[src/rtl/sec_tick_pkg.sv]
package sec_tick_pkg;
    timeunit 1ns;
    timeprecision 1ps;

    typedef enum logic [0:0] {
        ST_BASE    = 1'b0,
        ST_STRETCH = 1'b1
    } tick_state_e;

    localparam int unsigned TICK_W_DEF   = 16;
    localparam int unsigned FRAC_W_DEF   = 4;
    localparam int unsigned CAL_IN_W_DEF = 32;
endpackage

[src/rtl/sec_cal_reg.sv]
module sec_cal_reg #(
    parameter int unsigned TICK_W   = 16,
    parameter int unsigned FRAC_W   = 4,
    parameter int unsigned CAL_IN_W = 32,
    parameter logic [TICK_W+FRAC_W:0] CAL_RESET = 21'h198233
) (
    input  logic                clk,
    input  logic                rst_n,
    input  logic                we,
    input  logic [CAL_IN_W-1:0] wdata,
    output logic [TICK_W-1:0]   ticks,
    output logic [FRAC_W-1:0]   frac_val,
    output logic                frac_en
);
    timeunit 1ns;
    timeprecision 1ps;

    localparam int unsigned CAL_W    = TICK_W + FRAC_W + 1;
    localparam int unsigned FRAC_LSB = TICK_W;
    localparam int unsigned EN_BIT   = TICK_W + FRAC_W;

    logic [CAL_W-1:0] cal_q;

    always_ff @(posedge clk or negedge rst_n) begin
        if (!rst_n)  cal_q <= CAL_RESET;
        else if (we) cal_q <= wdata[CAL_W-1:0];
    end

    assign ticks    = cal_q[TICK_W-1:0];
    assign frac_val = cal_q[FRAC_LSB +: FRAC_W];
    assign frac_en  = cal_q[EN_BIT];


    cal_keep_low_chk: assert property (@(posedge clk) disable iff (!rst_n)
        we |=> (cal_q == $past(wdata[CAL_W-1:0])));
endmodule

[src/rtl/sec_frac_sched.sv]
module sec_frac_sched #(
    parameter int unsigned FRAC_W = 4
) (
    input  logic              clk,
    input  logic              rst_n,
    input  logic              restart,
    input  logic              sec_done,
    input  logic              frac_en,
    input  logic [FRAC_W-1:0] frac_val,
    output logic              stretch
);
    timeunit 1ns;
    timeprecision 1ps;

    logic [FRAC_W-1:0] sec_idx;

    always_ff @(posedge clk or negedge rst_n) begin
        if (!rst_n)        sec_idx <= '0;
        else if (restart)  sec_idx <= '0;
        else if (sec_done) sec_idx <= sec_idx + 1'b1;
    end

    assign stretch = frac_en && (sec_idx < frac_val);


    idx_advance_chk: assert property (@(posedge clk) disable iff (!rst_n)
        (sec_done && !restart) |=> (sec_idx == $past(sec_idx) + 1'b1));


    idx_restart_chk: assert property (@(posedge clk) disable iff (!rst_n)
        restart |=> (sec_idx == '0));


    idx_hold_chk: assert property (@(posedge clk) disable iff (!rst_n)
        (!sec_done && !restart) |=> $stable(sec_idx));
endmodule

[src/rtl/sec_tick_fsm.sv]
module sec_tick_fsm
    import sec_tick_pkg::*;
#(
    parameter int unsigned TICK_W = 16
) (
    input  logic              clk,
    input  logic              rst_n,
    input  logic              restart,
    input  logic              en,
    input  logic [TICK_W-1:0] ticks,
    input  logic              stretch,
    output logic              sec_done,
    output logic              sec_pulse,
    output logic [TICK_W-1:0] tick_count
);
    timeunit 1ns;
    timeprecision 1ps;

    tick_state_e       state_q, state_d;
    logic [TICK_W-1:0] cnt_d;
    logic              pulse_d;
    logic [TICK_W:0]   cnt_inc;

    assign cnt_inc = {1'b0, tick_count} + 1'b1;

    always_ff @(posedge clk or negedge rst_n) begin
        if (!rst_n) begin
            state_q    <= ST_BASE;
            tick_count <= '0;
            sec_pulse  <= 1'b0;
        end else begin
            state_q    <= state_d;
            tick_count <= cnt_d;
            sec_pulse  <= pulse_d;
        end
    end

    always_comb begin
        state_d  = state_q;
        cnt_d    = tick_count;
        pulse_d  = 1'b0;
        sec_done = 1'b0;
        if (restart) begin
            state_d = ST_BASE;
            cnt_d   = '0;
        end else if (en) begin
            unique case (state_q)
                ST_BASE: begin
                    if (cnt_inc >= {1'b0, ticks}) begin
                        if (stretch) begin
                            state_d = ST_STRETCH;
                            cnt_d   = cnt_inc[TICK_W-1:0];
                        end else begin
                            sec_done = 1'b1;
                            pulse_d  = 1'b1;
                            cnt_d    = '0;
                        end
                    end else begin
                        cnt_d = cnt_inc[TICK_W-1:0];
                    end
                end
                ST_STRETCH: begin
                    state_d  = ST_BASE;
                    sec_done = 1'b1;
                    pulse_d  = 1'b1;
                    cnt_d    = '0;
                end
                default: begin
                    state_d = ST_BASE;
                    cnt_d   = '0;
                end
            endcase
        end
    end


    pulse_at_zero_chk: assert property (@(posedge clk) disable iff (!rst_n)
        sec_pulse |-> (tick_count == '0));


    count_step_chk: assert property (@(posedge clk) disable iff (!rst_n)
        (en && !restart) |=> ((tick_count == $past(tick_count) + 1'b1) || (tick_count == '0)));


    hold_when_off_chk: assert property (@(posedge clk) disable iff (!rst_n)
        (!en && !restart) |=> ($stable(tick_count) && !sec_pulse));


    restart_clears_chk: assert property (@(posedge clk) disable iff (!rst_n)
        restart |=> ((tick_count == '0) && !sec_pulse && (state_q == ST_BASE)));
endmodule

[src/rtl/sec_tick_gen.sv]
module sec_tick_gen
    import sec_tick_pkg::*;
#(
    parameter int unsigned TICK_W   = TICK_W_DEF,
    parameter int unsigned FRAC_W   = FRAC_W_DEF,
    parameter int unsigned CAL_IN_W = CAL_IN_W_DEF,
    parameter logic [TICK_W+FRAC_W:0] CAL_RESET = 21'h198233
) (
    input  logic                clk_osc,
    input  logic                rst_n,
    input  logic [CAL_IN_W-1:0] cal_wdata,
    input  logic                cal_we,
    input  logic                osc_en,
    output logic                sec_pulse,
    output logic [TICK_W-1:0]   tick_count
);
    timeunit 1ns;
    timeprecision 1ps;

    logic [TICK_W-1:0] ticks;
    logic [FRAC_W-1:0] frac_val;
    logic              frac_en;
    logic              stretch;
    logic              sec_done;

    sec_cal_reg #(
        .TICK_W(TICK_W), .FRAC_W(FRAC_W), .CAL_IN_W(CAL_IN_W), .CAL_RESET(CAL_RESET)
    ) u_cal (
        .clk(clk_osc), .rst_n(rst_n), .we(cal_we), .wdata(cal_wdata),
        .ticks(ticks), .frac_val(frac_val), .frac_en(frac_en)
    );

    sec_frac_sched #(.FRAC_W(FRAC_W)) u_sched (
        .clk(clk_osc), .rst_n(rst_n), .restart(cal_we), .sec_done(sec_done),
        .frac_en(frac_en), .frac_val(frac_val), .stretch(stretch)
    );

    sec_tick_fsm #(.TICK_W(TICK_W)) u_fsm (
        .clk(clk_osc), .rst_n(rst_n), .restart(cal_we), .en(osc_en),
        .ticks(ticks), .stretch(stretch), .sec_done(sec_done),
        .sec_pulse(sec_pulse), .tick_count(tick_count)
    );
endmodule

[config.mk]
export PLATFORM = sky130hd
export DESIGN_NAME = sec_tick_gen
export DESIGN_NICKNAME = d
export VERILOG_FILES = /design/src/rtl/sec_tick_pkg.sv /design/src/rtl/sec_cal_reg.sv /design/src/rtl/sec_frac_sched.sv /design/src/rtl/sec_tick_fsm.sv /design/src/rtl/sec_tick_gen.sv
export SDC_FILE = /design/constraint.sdc
export NUM_CORES = 1
export LEC_CHECK = 0
export BUFFER_PORTS_ARGS = -buffer_cell sky130_fd_sc_hd__buf_2
export CORE_AREA = 2 2 75 77
export CTS_CLUSTER_SIZE = 20
export DETAILED_ROUTE_END_ITERATION = 8
export DIE_AREA = 0 0 77 79
export GPL_ROUTABILITY_DRIVEN = 0
export HOLD_SLACK_MARGIN = 0.05
export PLACE_DENSITY = 0.72
export SYNTH_ARGS = -nofsm -noshare
export SYNTH_HDL_FRONTEND = slang
export SYNTH_SLANG_ARGS = --single-unit
[constraint.sdc]
create_clock -name clk_osc -period 6.39 [get_ports clk_osc]
set_input_delay 0.3195 -clock clk_osc [delete_from_list [all_inputs] [get_ports clk_osc]]
set_output_delay 0.3195 -clock clk_osc [all_outputs]
set_load 0.01 [all_outputs]
==> results.txt <==
----------------------------------------------------
[Route]
  DR pass1 iterations ... 4
  Detailed-route wire length ... 5229 um
  Number of vias in the routed layout ... 1959
  Count of routing violations after the opening detailed-route iteration ... 83
  DRC Markers ... 0
  Count of nets left with antenna violations after detail routing ... 0
  Via density per instance ... 5.238
  Average wire per cell in the routed design ... 13.98 um

[Global routing]
  Overall track demand over capacity in global routing ... 0.1851
  Global-route wire length before repair ... 8949 um
  Residual overflow from global routing ... 0
  Initial antenna violation count ... 0
  Largest net degree at the start of global routing ... 54
  Via count of the first global-routing pass ... 1832

[Final layout]
  Diodes inserted ... 0
  Finished Core Util ... 0.5438
  Layout cell share with drive strength beyond 1 ... 0.2318
  Area of the multi-input gates ... 1326 um2
  Number of filler cells placed in the layout ... 528
  Area taken by flip-flops and latches ... 1087 um2
  Area growth from synthesis to layout ... 13.28%
  Number of nets at the end of the flow ... 358

[Setup path]
  Crit path from ... u_fsm.tick_count[0]$_DFFE_PN0P_
  Worst setup EP type ... flop
  Buffers & Inverters on Critical Path ... 0
  Launch instance of the worst register-to-register path ... u_fsm.tick_count[0]$_DFFE_PN0P_
  Cell type of the slowest stage on the worst timing path ... sky130_fd_sc_hd__a21oi_2
  Startpoint types ... flop
  CP top delay family ... compound AO/OA/AOI/OAI gates
  Worst path cell trace ... ha_1, and2_1, and2_1, and3_1, xor2_1, ha_1, nand4_1, nor3_1, a2111oi_2, o211ai_1, a21oi_2, nand3_1, o31ai_1
  Data required time at the worst endpoint ... 6.59 ns
  Critical Path Fanout Max ... 13
  Type of the worst setup path ... reg2reg
  Arrival time reported for the critical path endpoint ... 4.30 ns
  Largest stage delay, worst path ... 0.57 ns

[Floorplan]
  Die ar. ... 6083 um2
  Die Width ... 77 um
  Standard cell core area ... 5338 um2
  Initial cell density of the core ... 0.4801
  Chip height ... 79 um
  Number of ports placed on the die boundary ... 53
  Number of placement rows ... 27

[Power and ir drop]
  Static leakage power ... 1.555 nW
  Power Density ... 188.6 nW/um2
  Part of the power in combinational logic ... 0.117
  IR Drop Worst-Case VDD ... 0.1091 mV
  Sw Ratio ... 0.2489
  Sequential share of power ... 0.538
  Share of power burned in the clock network ... 0.345
  Internal Power ... 0.4112 mW
  Reported net switching power ... 0.1362 mW

[Clock tree]
  # Post-CTS Setup Buffers ... 0
  H-Tree Depth ... 2
  TritonCTS clock tree ... yes
  Clock sink count ... 43
  Resize count post-CTS ... 0
  Number of buffers created by CTS ... 5
  Buffer type at the clock tree root ... sky130_fd_sc_hd__clkbuf_8
  Latest clock arrival within the worst-skew pair ... 0.29 ns
  Max Buffers Root-to-Sink ... 2
  CTS Hold Buffers Added ... 0
  Clock-pin slew on the worst setup and hold paths ... 0.08 ns

[Yosys]
  Warnings, synthesis ... 0
  Proportion of register bits with asynchronous set or reset after synthesis ... 1.000
  Cell area after technology mapping ... 2562 um2
  Cell count after synthesis ... 265
  Library cells used by synthesis ... 46
  Syn nets ... 322
  Share of synthesized area occupied by flip-flops and latches ... 0.4243
  Mean Syn Cell Area ... 9.670 um2
  Number of enable flip-flop cells after synthesis ... 0
  Most common flop cell mapped by yosys ... sky130_fd_sc_hd__dfrtp_1
  Count of state elements after synthesis ... 43

[Place]
  Buffers on Ports ... 41
  Detailed placement HPWL ... 3725 um

[Min path]
  Type of the tightest min-delay check ... in2async

[Timing]
  Final hold violations ... 0
  Final critical path time including I/O delays and setup ... 4.098 ns
  Setup TNS ... 0 ns
  Worst setup skew after layout ... 0.005534 ns
  Final setup violation count ... 0
  Slew Viols, Final ... 0
  Max-Slew Margin vs Limit ... 0.3526
  RSZ-0062 raised after global routing ... false
  Highest clock frequency the design can meet ... 244.0 MHz
  Slew at the pin with the worst max-slew slack ... 0.9711 ns
  Final Cycle Share ... 0.6413

[Run status]
  Run status ... finished clean

[Flow run]
  Max-cap viol count ... 0

----------------------------------------------------
## power by group through the flow
stage	clock (mW)	sequential, mW	combinational [mW]
after floorplan	0	0.298	0.0413
after global placement	0	0.299	0.0629
after detailed placement	0	0.300	0.0646
after CTS	0.196	0.295	0.0653
after global routing	0.205	0.296	0.0747
final	0.189	0.295	0.0640
## cell type report
cell class,count,area share
clock buffers,8,0.03448
inverters,25,0.03233
multi-input cells,185,0.4569
flip-flops and latches,43,0.3746
well taps,72,0.03103
repair buffers,41,0.07069
## placed cells by master (no fill, tap or decap), drive strengths merged, types with 6 or more instances in the layout
| cell | instances |
|---|---|
| buf | 41 |
| dfstp | 9 |
| o21ai | 30 |
| nand3 | 9 |
| inv | 25 |
| and2 | 12 |
| ha | 21 |
| a41o | 10 |
| nand2 | 23 |
| xor2 | 7 |
| xnor2 | 8 |
| nand4 | 6 |
| clkbuf | 8 |
| a21oi | 9 |
| nor2 | 10 |
| dfrtp | 34 |
| nand2b | 6 |
## registers in the layout (all words and copies together) (netlist names)
name,flops
u_cal.cal_q,21
u_fsm.sec_pulse,1
u_fsm.state_q,1
u_fsm.tick_count,16
u_sched.sec_idx,4
## Yosys cell counts (all sizes together), types with 6 or more instances
cell / count / area (um2)
a21oi: 9 / 48.80
a41o: 10 / 100.1
and2: 12 / 75.07
clkbuf: 8 / 30.03
dfrtp: 34 / 850.8
dfstp: 9 / 236.5
ha: 21 / 262.8
inv: 25 / 93.84
nand2: 23 / 86.33
nand2b: 6 / 37.54
nand3: 9 / 45.04
nand4: 6 / 43.79
nor2: 10 / 37.54
o21ai: 30 / 153.9
xnor2: 8 / 70.07
xor2: 7 / 61.31
## through the flow
step	setup WS [ns]	cells	total power [mW]	hold WS, ns	cell area [um2]
detailed placement	2.343	366	0.3643	0.4986	2803
global placement	2.384	366	0.3620	0.4975	2803
floorplan	3.113	265	0.3395	0.02391	2562
finish	2.292	374	0.5475	0.1693	2903
CTS	2.311	374	0.5556	0.2144	2903
global route	1.890	374	0.5758	0.2256	2903
## per-layer routing
layer,vias to the layer above,GRT usage,part of all wire
met1,909,0.2665,0.50
met5,-,0,0
li1,995,-,-
met2,49,0.2825,0.43
met3,6,0.03977,0.049
met4,0,0.05357,0.012
## cells by family (layout without fill, tap and decap cells)
family | count (synthesis) | after routing | synth area share
fa+ha+maj | 21 | 21 | 0.1025
flops | 43 | 43 | 0.4243
compound gates | 63 | 63 | 0.1768
simple gates | 81 | 81 | 0.1655
xor+xnor | 15 | 15 | 0.05127
mux | 5 | 5 | 0.02148
buf+inv | 37 | 74 | 0.05810
## path summary, 6_finish.rpt
path / end / slack [ns] / depth (start not counted)
setup reg to reg: u_fsm.tick_count[10]$_DFFE_PN0P_ / 2.29 / 13
hold / removal: u_fsm.sec_pulse$_DFF_PN0_ / 0.17 / 1
hold reg to reg: u_cal.cal_q[19]$_DFFE_PN1P_ / 0.51 / 2
max in group asynchronous: u_cal.cal_q[13]$_DFFE_PN0P_ / 5.60 / 1
setup / recovery: u_fsm.tick_count[10]$_DFFE_PN0P_ / 2.29 / 13
min in group clk_osc: u_cal.cal_q[19]$_DFFE_PN1P_ / 0.24 / 3
Power figures use the tool's default switching activity.
